## config.mk

```make
export PLATFORM = sky130hd
export DESIGN_NAME = keyed_reg_gate
export DESIGN_NICKNAME = d
export VERILOG_FILES = /design/src/rtl/kg_pkg.sv /design/src/rtl/kg_classify.sv /design/src/rtl/kg_unlock_fsm.sv /design/src/rtl/kg_action.sv /design/src/rtl/kg_rdmux.sv /design/src/rtl/keyed_reg_gate.sv
export SDC_FILE = /design/constraint.sdc
export NUM_CORES = 1
export LEC_CHECK = 0
export ABC_CLOCK_PERIOD_IN_PS = 1700
export BUFFER_PORTS_ARGS = -buffer_cell sky130_fd_sc_hd__clkbuf_2
export CAP_MARGIN = 15
export CORE_ASPECT_RATIO = 1.2
export CORE_MARGIN = 2
export CORE_UTILIZATION = 30
export CTS_CLUSTER_SIZE = 10
export DETAILED_ROUTE_END_ITERATION = 7
export PLACE_DENSITY = 0.82
export SLEW_MARGIN = 0
export SYNTH_ARGS = -nofsm -noshare
export SYNTH_HDL_FRONTEND = slang
export SYNTH_SLANG_ARGS = --single-unit
```

## constraint.sdc

```tcl
create_clock -name clk -period 1.7 [get_ports clk]
set_input_delay 0.255 -clock clk [delete_from_list [all_inputs] [get_ports clk]]
set_output_delay 0.255 -clock clk [all_outputs]
set_load 0.03 [all_outputs]
```

## src/rtl/kg_pkg.sv

```systemverilog
package kg_pkg;
  typedef enum logic [1:0] {SZ_B = 2'd0, SZ_H = 2'd1, SZ_W = 2'd2, SZ_X = 2'd3} sz_e;
  typedef enum logic [1:0] {ST_LOCK = 2'd0, ST_ARMED = 2'd1, ST_OPEN = 2'd2} ust_e;
  typedef struct packed {
    logic key_a;    // arming key write
    logic key_b;    // opening key write
    logic byte_wr;  // byte-size write
    logic data_wr;  // wide write that is not an arming key
  } wcls_t;
endpackage

```

## src/rtl/kg_classify.sv

```systemverilog
module kg_classify
  import kg_pkg::*;
#(
  parameter int unsigned ADDR_W = 4,
  parameter int unsigned DATA_W = 32,
  parameter logic [ADDR_W-1:0] KEY_OFF = 4'hC,
  parameter logic [7:0] KEY_A = 8'h80,
  parameter logic [7:0] KEY_B = 8'h86
) (
  input  logic              vld,
  input  logic              wr,
  input  logic [ADDR_W-1:0] addr,
  input  sz_e               size,
  input  logic [DATA_W-1:0] wdata,
  output wcls_t             cls
);
  localparam int unsigned HALF_W = 16;

  logic [DATA_W-1:0] val;
  logic              wr_ok;
  logic              at_key;

  always_comb begin
    case (size)
      SZ_B:    val = {{(DATA_W-8){1'b0}}, wdata[7:0]};
      SZ_H:    val = {{(DATA_W-HALF_W){1'b0}}, wdata[HALF_W-1:0]};
      default: val = wdata;
    endcase
  end

  assign wr_ok  = vld & wr & (size != SZ_X);
  assign at_key = (addr == KEY_OFF);

  always_comb begin
    cls.key_a   = wr_ok & at_key & (val == DATA_W'(KEY_A));
    cls.key_b   = wr_ok & at_key & (val == DATA_W'(KEY_B));
    cls.byte_wr = wr_ok & (size == SZ_B);
    cls.data_wr = wr_ok & (size != SZ_B) & ~cls.key_a;
  end
endmodule

```

## src/rtl/kg_unlock_fsm.sv

```systemverilog
module kg_unlock_fsm
  import kg_pkg::*;
(
  input  logic  clk,
  input  logic  rst_n,
  input  wcls_t cls,
  output logic  open
);
  ust_e st_q, st_d;
  logic st_en;

  always_comb begin
    st_d  = st_q;
    st_en = 1'b0;
    if (cls.key_a) begin
      st_d  = ST_ARMED;
      st_en = 1'b1;
    end else if (cls.key_b && st_q == ST_ARMED) begin
      st_d  = ST_OPEN;
      st_en = 1'b1;
    end else if (cls.data_wr && st_q == ST_OPEN) begin
      st_d  = ST_LOCK;
      st_en = 1'b1;
    end
  end

  always_ff @(posedge clk or negedge rst_n) begin
    if (!rst_n)     st_q <= ST_LOCK;
    else if (st_en) st_q <= st_d;
  end

  assign open = (st_q == ST_OPEN);


  lock_hold_chk: assert property (@(posedge clk) disable iff (!rst_n)
    (st_q == ST_LOCK && cls.key_b) |=> (st_q == ST_LOCK));

  arm_open_chk: assert property (@(posedge clk) disable iff (!rst_n)
    (st_q == ST_ARMED && cls.key_b) |=> (st_q == ST_OPEN));

  consume_chk: assert property (@(posedge clk) disable iff (!rst_n)
    (st_q == ST_OPEN && cls.data_wr) |=> (st_q == ST_LOCK));

  byte_keep_chk: assert property (@(posedge clk) disable iff (!rst_n)
    (st_q == ST_OPEN && cls.byte_wr && !cls.key_a) |=> (st_q == ST_OPEN));
endmodule

```

## src/rtl/kg_action.sv

```systemverilog
module kg_action
  import kg_pkg::*;
#(
  parameter int unsigned ADDR_W = 4,
  parameter int unsigned PRE_W  = 20,
  parameter logic [ADDR_W-1:0] PRE1_OFF = 4'h0,
  parameter logic [ADDR_W-1:0] PRE2_OFF = 4'h4,
  parameter logic [ADDR_W-1:0] KEY_OFF  = 4'hC,
  parameter int unsigned KA_BIT  = 8,
  parameter int unsigned CLR_A   = 9,
  parameter int unsigned CLR_B   = 12
) (
  input  logic              open,
  input  wcls_t             cls,
  input  logic [ADDR_W-1:0] addr,
  input  sz_e               size,
  input  logic [PRE_W-1:0]  wd,
  output logic              ld_pre1,
  output logic              ld_pre2,
  output logic [PRE_W-1:0]  pre_data,
  output logic              keepalive,
  output logic              flag_clr
);
  logic grant;
  logic half_key;

  assign grant     = open & cls.data_wr;
  assign half_key  = grant & (size == SZ_H) & (addr == KEY_OFF);
  assign ld_pre1   = grant & (size == SZ_W) & (addr == PRE1_OFF);
  assign ld_pre2   = grant & (size == SZ_W) & (addr == PRE2_OFF);
  assign keepalive = half_key & wd[KA_BIT];
  assign flag_clr  = half_key & (wd[CLR_A] | wd[CLR_B]);
  assign pre_data  = wd;
endmodule

```

## src/rtl/kg_rdmux.sv

```systemverilog
module kg_rdmux
  import kg_pkg::*;
#(
  parameter int unsigned ADDR_W = 4,
  parameter int unsigned DATA_W = 32,
  parameter logic [ADDR_W-1:0] KEY_OFF = 4'hC,
  parameter int unsigned FLAG_A = 9,
  parameter int unsigned FLAG_B = 12
) (
  input  logic              vld,
  input  logic              wr,
  input  logic [ADDR_W-1:0] addr,
  input  sz_e               size,
  input  logic              flag,
  output logic [DATA_W-1:0] rdata
);
  logic hit;

  assign hit = vld & ~wr & (size == SZ_H) & (addr == KEY_OFF);

  always_comb begin
    rdata = '0;
    if (hit) begin
      rdata[FLAG_A] = flag;
      rdata[FLAG_B] = flag;
    end
  end
endmodule

```

## src/rtl/keyed_reg_gate.sv

```systemverilog
module keyed_reg_gate
  import kg_pkg::*;
#(
  parameter int unsigned ADDR_W = 4,
  parameter int unsigned DATA_W = 32,
  parameter int unsigned PRE_W  = 20,
  parameter int unsigned SYNC_STAGES = 2
) (
  input  logic              clk,
  input  logic              rst_n,
  input  logic              bus_vld,
  input  logic              bus_wr,
  input  logic [ADDR_W-1:0] bus_addr,
  input  logic [1:0]        bus_size,
  input  logic [DATA_W-1:0] bus_wdata,
  output logic [DATA_W-1:0] bus_rdata,
  input  logic              tmo_flag,
  output logic              ld_pre1,
  output logic              ld_pre2,
  output logic [PRE_W-1:0]  pre_data,
  output logic              keepalive,
  output logic              flag_clr
);
  localparam logic [ADDR_W-1:0] OFF_PRE1 = ADDR_W'(0);
  localparam logic [ADDR_W-1:0] OFF_PRE2 = ADDR_W'(4);
  localparam logic [ADDR_W-1:0] OFF_KEY  = ADDR_W'(12);

  logic [SYNC_STAGES-1:0] rst_sh;
  logic                   rst_q;
  sz_e                    size;
  wcls_t                  cls;
  logic                   open;

  always_ff @(posedge clk or negedge rst_n) begin
    if (!rst_n) rst_sh <= '0;
    else        rst_sh <= {rst_sh[SYNC_STAGES-2:0], 1'b1};
  end
  assign rst_q = rst_sh[SYNC_STAGES-1];

  assign size = sz_e'(bus_size);

  kg_classify #(.ADDR_W(ADDR_W), .DATA_W(DATA_W), .KEY_OFF(OFF_KEY)) u_cls (
    .vld(bus_vld), .wr(bus_wr), .addr(bus_addr), .size(size),
    .wdata(bus_wdata), .cls(cls)
  );

  kg_unlock_fsm u_fsm (
    .clk(clk), .rst_n(rst_q), .cls(cls), .open(open)
  );

  kg_action #(.ADDR_W(ADDR_W), .PRE_W(PRE_W), .PRE1_OFF(OFF_PRE1),
              .PRE2_OFF(OFF_PRE2), .KEY_OFF(OFF_KEY)) u_act (
    .open(open), .cls(cls), .addr(bus_addr), .size(size),
    .wd(bus_wdata[PRE_W-1:0]), .ld_pre1(ld_pre1), .ld_pre2(ld_pre2),
    .pre_data(pre_data), .keepalive(keepalive), .flag_clr(flag_clr)
  );

  kg_rdmux #(.ADDR_W(ADDR_W), .DATA_W(DATA_W), .KEY_OFF(OFF_KEY)) u_rd (
    .vld(bus_vld), .wr(bus_wr), .addr(bus_addr), .size(size),
    .flag(tmo_flag), .rdata(bus_rdata)
  );


  single_pulse_chk: assert property (@(posedge clk) disable iff (!rst_q)
    (ld_pre1 | ld_pre2 | keepalive | flag_clr) |=>
    !(ld_pre1 | ld_pre2 | keepalive | flag_clr));

  one_target_chk: assert property (@(posedge clk) disable iff (!rst_q)
    $onehot0({ld_pre1, ld_pre2, keepalive | flag_clr}));

  byte_quiet_chk: assert property (@(posedge clk) disable iff (!rst_q)
    (bus_vld && size == SZ_B) |-> !(ld_pre1 | ld_pre2 | keepalive | flag_clr));

  idle_read_chk: assert property (@(posedge clk) disable iff (!rst_q)
    (!bus_vld || bus_wr) |-> (bus_rdata == '0));
endmodule

```

* Word-level counts from Yosys, hierarchy flattened
Cells that the tools add are included.
Word-level totals: register bits 4, bits of input ports 43, word-level logic and storage cells 47, output and inout bits 56
Operators by class: reductions and logical operators 7, muxes and demuxes 8, bitwise operators 21, equal/unequal tests 9
Operators with widths (number):
- $eq 32x8->1 const B | 2
- $pmux 32 s2 | 1
- $and 1x1->1 | 18
- $mux 2 | 3
- $eq 2x1->1 const B | 2
- $eq 2x2->1 const B | 2
- $eq 4x3->1 const B | 1
- $eq 4x4->1 const B | 1
- $logic_not 4->1 | 1
- $mux 1 | 4
- $reduce_bool 3->1 | 1
- $logic_and 1x1->1 | 2
- $logic_not 2->1 | 1
- $ne 2x2->1 const B | 1
- $not 1->1 | 2
- $reduce_and 2->1 | 1
- $reduce_bool 2->1 | 1
- $or 1x1->1 | 1

* Logic depth before layout (Yosys ltp)
depth after elaboration 11, mapped depth 4, depth with buffers taken out 4

* By module
From an unflattened synthesis, not the netlist that was laid out.
Second synthesis, totals: cell total of the unflattened synthesis 98, area total of the unflattened synthesis 798.3 um^2
By module, submodules not included:
- kg_rdmux | area each 265.3 um^2, instances 1, cells an instance 35, sequential area each 0.0 um^2
- kg_action | area each 237.7 um^2, instances 1, cells an instance 29, sequential area each 0.0 um^2
- kg_classify | area each 148.9 um^2, instances 1, cells an instance 22, sequential area each 0.0 um^2
- kg_unlock_fsm | area each 92.6 um^2, instances 1, cells an instance 9, sequential area each 50.0 um^2
- keyed_reg_gate | area each 53.8 um^2, instances 1, cells an instance 3, sequential area each 50.0 um^2

* Worst setup path after synthesis
OpenSTA, ideal clock, no wires.
kind in2out, from input port bus_addr[0], to output port keepalive, data arrival time 1.492 ns, buffers on the path 0, data required time 1.445 ns, setup slack -0.047 ns, stages on the path 4, cells stage by stage and4bb_2 -> and3_1 -> nand2_1 -> nor3b_1
Between the ends: cells in the longest elaborated chain, start to end 9
Ends and longest elaborated chain:
- start: declaration | RTL line keyed_reg_gate.sv:13 | input logic [ADDR_W-1:0] bus_addr,
- $eq 4x4->1 * | RTL line kg_classify.sv:32, kg_action.sv:28
- $and 1x1->1 (2 in series) | RTL line kg_classify.sv:35 | cls.key_a = wr_ok & at_key & (val == DATA_W'(KEY_A));
- $not 1->1 | RTL line kg_classify.sv:38 | cls.data_wr = wr_ok & (size != SZ_B) & ~cls.key_a;
- $and 1x1->1 | RTL line kg_classify.sv:38
- $and 1x1->1 | RTL line kg_action.sv:27 | assign grant = open & cls.data_wr;
- $and 1x1->1 | RTL line kg_action.sv:28 | assign half_key = grant & (size == SZ_H) & (addr == KEY_OFF);
- $and 1x1->1 * | RTL line kg_action.sv:28
- $and 1x1->1 * | RTL line kg_action.sv:31 | assign keepalive = half_key & wd[KA_BIT];
- end: declaration | RTL line keyed_reg_gate.sv:21 | output logic keepalive,
Every way passes the cells marked *; elsewhere a longest branch is shown, timed or not.

* Final worst setup path
from input port bus_wdata[16], to output port flag_clr
Between the ends: cells in the longest elaborated chain, start to end 9
Ends and longest elaborated chain:
- start: declaration | RTL line keyed_reg_gate.sv:15 | input logic [DATA_W-1:0] bus_wdata,
- $pmux 32 s2 | RTL line kg_classify.sv:24 | case (size)
- $eq 32x8->1 | RTL line kg_classify.sv:35
- $and 1x1->1 | RTL line kg_classify.sv:35
- $not 1->1 | RTL line kg_classify.sv:38
- $and 1x1->1 | RTL line kg_classify.sv:38
- $and 1x1->1 | RTL line kg_action.sv:27
- $and 1x1->1 (2 in series) | RTL line kg_action.sv:28
- $and 1x1->1 | RTL line kg_action.sv:32 | assign flag_clr = half_key & (wd[CLR_A] | wd[CLR_B]);
- end: declaration | RTL line keyed_reg_gate.sv:22 | output logic flag_clr
No other way between the ends.

==> impl_results.md <==
* DR iter-0 viols at 7
* Drt via density at 3.859
* Cell row count at 20
* Library cell used as clock root buffer: sky130_fd_sc_hd__clkbuf_4
* Number of flip-flops and latches in the synthesized netlist at 4
* Final Hold Vio Count at 0
* Number of standard cells after synthesis at 94
* Outcome: finished with violations
* Type of the tightest min-delay check: flip-flop to async pin
* Area added between synthesis and finish at 37.99%
* Critical Path Max Stage Delay at 0.40 ns
* Internal power summed over all cells at 0.2553 mW
* Share of layout cells above drive strength 1 at 58.94%
* Net switching share of the total power at 48.00%
* Area of the multi-input gates at 436.7 um2
* Post-route worst setup slack at -0.04276 ns
* Register cell area after layout at between 100 and 150 um2
* First-pass GRT wire length at 2.221 mm
* Final critical-path share of the clock period at 102.5%
* Worst setup slack for register-to-register paths at 0.57 ns
* GRT Total Usage at around a tenth
* Via count of the first global-routing pass at 544
* Summed instance area of the synthesized netlist at 760.7 um2
* Filler-free cell count of the finished design at 184
* Critical Path Fanout Max at 3
* Share of synthesized area occupied by flip-flops and latches at 13.16%
* Number of buffers created by CTS at 3
* Overall die area at 0.002956 mm2
* Power density relative to cell area at 467.8 mW/mm2
* Count of nets after finishing at 196
* Startpoint types: input port
* Final core occ at 42.37%
* Number of library cell types mapped by synthesis at 24
* Crit path cell chain: clkbuf_2, nor4_4, a41oi_2, nor4b_4, nor3_2, clkbuf_8
* Core Footprint at 0.002477 mm2
* Antenna-violating nets left at 0
* Leakage power at 0.5923 nW
* Fmax at approximately 0.57 GHz
* Final Routed Wirelength at approximately 1.6 mm
* Clock-pin slew on the worst setup and hold paths at ~0.04 ns
* Overflow left after global routing at 0
* Clk pwr share at between 20% and 30%
* Max Cap Viol at 0
* Combinational group share of total power at 55.5%
* Average routed wire per standard cell at approximately 8.6 um
* DP Wirelength at ~1.5 mm
* Remaining design rule violation count at 0
* Signal arrival time at the worst endpoint at 1.49 ns
* Final worst path period need at 1.743 ns
* DP Cell Count at around 180
* Syn avg cell area at slightly above 8 um2
* Req. time, crit path at ~1.4 ns
* Vertical extent of the die at a little under 60 um
* Endpoint kind of the worst setup timing path: output pin
* Unrepaired setup endpoints after global routing: true
* Clock tree from TritonCTS: done
* Initial Util at 30.71%
* Number of buffers and inverters on the critical path at 2
* Critical path start-end classification: input port to output pin
* Switching power total at between 0.2 and 0.25 mW
* Number of H-tree branching levels at 1
* DRT Pass-1 Iters at 2
* Number of vias in the routed layout at 710
* Die span in x at 49.97 um
* Top delay family on crit path: simple AND/OR/NAND/NOR gates
* Max clock buf depth at 2
* Sequential share of power at 20.2%
* Boundary pin count at just under 100
* Final antenna diode count at 0
* Setup clock skew after layout at 0.002643 ns
* Count of endpoints failing setup in the final report at 2
* Quantity of I/O buffers inserted on ports at 68
* Number of fill cells at about 270
* Largest net degree at the start of global routing at 6
* Worst-case vdd ir drop at 0.2986 mV
* Total number of yosys warnings at 0
* Total number of clock tree sinks at 4
* Placement Setup Slack at -0.1469 ns
* Weighted congestion at the end of routability-driven global placement at 0.7701
* Failing checks: setup timing
* Slowest-stage cell, CP: sky130_fd_sc_hd__nor4b_4
* Clock insertion delay at the later pin of the skew report at 0.24 ns
* Initial antenna violation count at 0
* Final Max Slew Viols at 0
* Setup TNS at -0.07791 ns
[cell families (layout without fill, tap and decap cells)]
group	after synthesis	in the layout	share of synthesized area (%)
buffers and inverters	54	82	51.81
AND/OR/NAND/NOR	28	28	28.29
AO/OA/AOI/OAI	5	5	4.605
flip-flops	4	4	13.16
other	2	31	0.9872
XOR/XNOR	1	1	1.152
[final timing paths]
| check | to | startpoint | depth (start not counted) |
|---|---|---|---|
| hold reg to reg | u_fsm.st_q[0]$_DFFE_PN0P_ | rst_sh[1]$_DFF_PN0_ | 0 |
| hold / removal | u_fsm.st_q[0]$_DFFE_PN0P_ | rst_sh[1]$_DFF_PN0_ | 0 |
| setup / recovery | flag_clr | bus_wdata[16] | 6 |
| max in group asynchronous | rst_sh[1]$_DFF_PN0_ | rst_n | 2 |
| min in group clk | rst_sh[1]$_DFF_PN0_ | rst_sh[0]$_DFF_PN0_ | 0 |
| setup reg to reg | u_fsm.st_q[1]$_DFFE_PN0P_ | u_fsm.st_q[1]$_DFFE_PN0P_ | 3 |
[per-stage QoR]
step | cell area [um2] | power [mW] | hold slack [ns]
finish | 1050 | 0.4911 | 0.01849
global route | 1050 | 0.5251 | 0.02159
CTS | 987.2 | 0.4828 | 0.01954
detailed placement | 923.4 | 0.3558 | 0.02127
global placement | 923.4 | 0.3543 | 0.01699
floorplan | 879.6 | 0.3478 | -0.04059
[cell type report]
type                       count  share of cell area (%)
timing repair buffer          76                   41.72
sequential                     4                   9.535
inverter                       3                   1.073
multi-input combinational     65                   41.60
tap                           33                   3.933
clock buffer                   3                   2.145
[cell usage in the layout (no fill, tap or decap), types with 3 or more instances in the layout]
| cell type | instances |
|---|---|
| sky130_fd_sc_hd__inv_1 | 3 |
| sky130_fd_sc_hd__nor4_1 | 3 |
| sky130_fd_sc_hd__nor2_1 | 6 |
| sky130_fd_sc_hd__clkbuf_4 | 4 |
| sky130_fd_sc_hd__nor4_4 | 4 |
| sky130_fd_sc_hd__clkbuf_2 | 62 |
| sky130_fd_sc_hd__conb_1 | 31 |
| sky130_fd_sc_hd__dfrtp_1 | 4 |
| sky130_fd_sc_hd__buf_4 | 8 |
[timing repair]
item                                    4_1_cts  5_1_grt
endpoints found under the setup margin        2        4
gates cloned                                  0        0
resized for setup                             5       14
hold endpoints to repair                      2        0
hold buffers                                  1        0
pin swaps                                     4        5
setup buffers                                 1        0
[power groups by stage]
stage	clock network [mW]	registers [mW]	logic, mW
after CTS	0.125	0.0993	0.258
after detailed placement	0	0.101	0.255
after global placement	0	0.100	0.254
final	0.119	0.0992	0.272
after global routing	0.136	0.0995	0.290
after floorplan	0	0.100	0.247
[flip-flops by register name, summed over array words and instances, names as in the netlist]
name        cells
u_fsm.st_q      2
rst_sh          2
[layer usage]
metal | vias to the layer above | track usage [%] | wire length, um
met5 | - | 0 | 0
met4 | 0 | 2.381 | 0
met3 | 0 | 6.061 | 244
met2 | 57 | 17.33 | 803
met1 | 295 | 10.49 | 535
li1 | 358 | - | -
[cells in the mapped netlist]
| library cell | number | share of area (%) |
|---|---|---|
| sky130_fd_sc_hd__a31oi_1 | 1 | 0.82 |
| sky130_fd_sc_hd__a41oi_1 | 1 | 1.2 |
| sky130_fd_sc_hd__and3_1 | 1 | 0.82 |
| sky130_fd_sc_hd__and4b_1 | 1 | 1.3 |
| sky130_fd_sc_hd__and4bb_2 | 1 | 1.6 |
| sky130_fd_sc_hd__buf_4 | 51 | 50 |
| sky130_fd_sc_hd__conb_1 | 2 | 0.99 |
| sky130_fd_sc_hd__dfrtp_1 | 4 | 13 |
| sky130_fd_sc_hd__inv_1 | 3 | 1.5 |
| sky130_fd_sc_hd__nand2_1 | 2 | 0.99 |
| sky130_fd_sc_hd__nand3_1 | 1 | 0.66 |
| sky130_fd_sc_hd__nand4_1 | 1 | 0.82 |
| sky130_fd_sc_hd__nand4b_1 | 2 | 2.3 |
| sky130_fd_sc_hd__nor2_1 | 7 | 3.5 |
| sky130_fd_sc_hd__nor3_1 | 1 | 0.66 |
| sky130_fd_sc_hd__nor3b_1 | 1 | 0.99 |
| sky130_fd_sc_hd__nor4_1 | 3 | 2.5 |
| sky130_fd_sc_hd__nor4_2 | 4 | 6.6 |
| sky130_fd_sc_hd__nor4b_1 | 1 | 1.2 |
| sky130_fd_sc_hd__nor4b_4 | 1 | 3.1 |
| sky130_fd_sc_hd__nor4bb_1 | 1 | 1.3 |
| sky130_fd_sc_hd__o21ai_0 | 1 | 0.66 |
| sky130_fd_sc_hd__o21bai_1 | 2 | 2.0 |
| sky130_fd_sc_hd__xnor2_1 | 1 | 1.2 |
No activity file was read; power rests on OpenSTA's default activity.
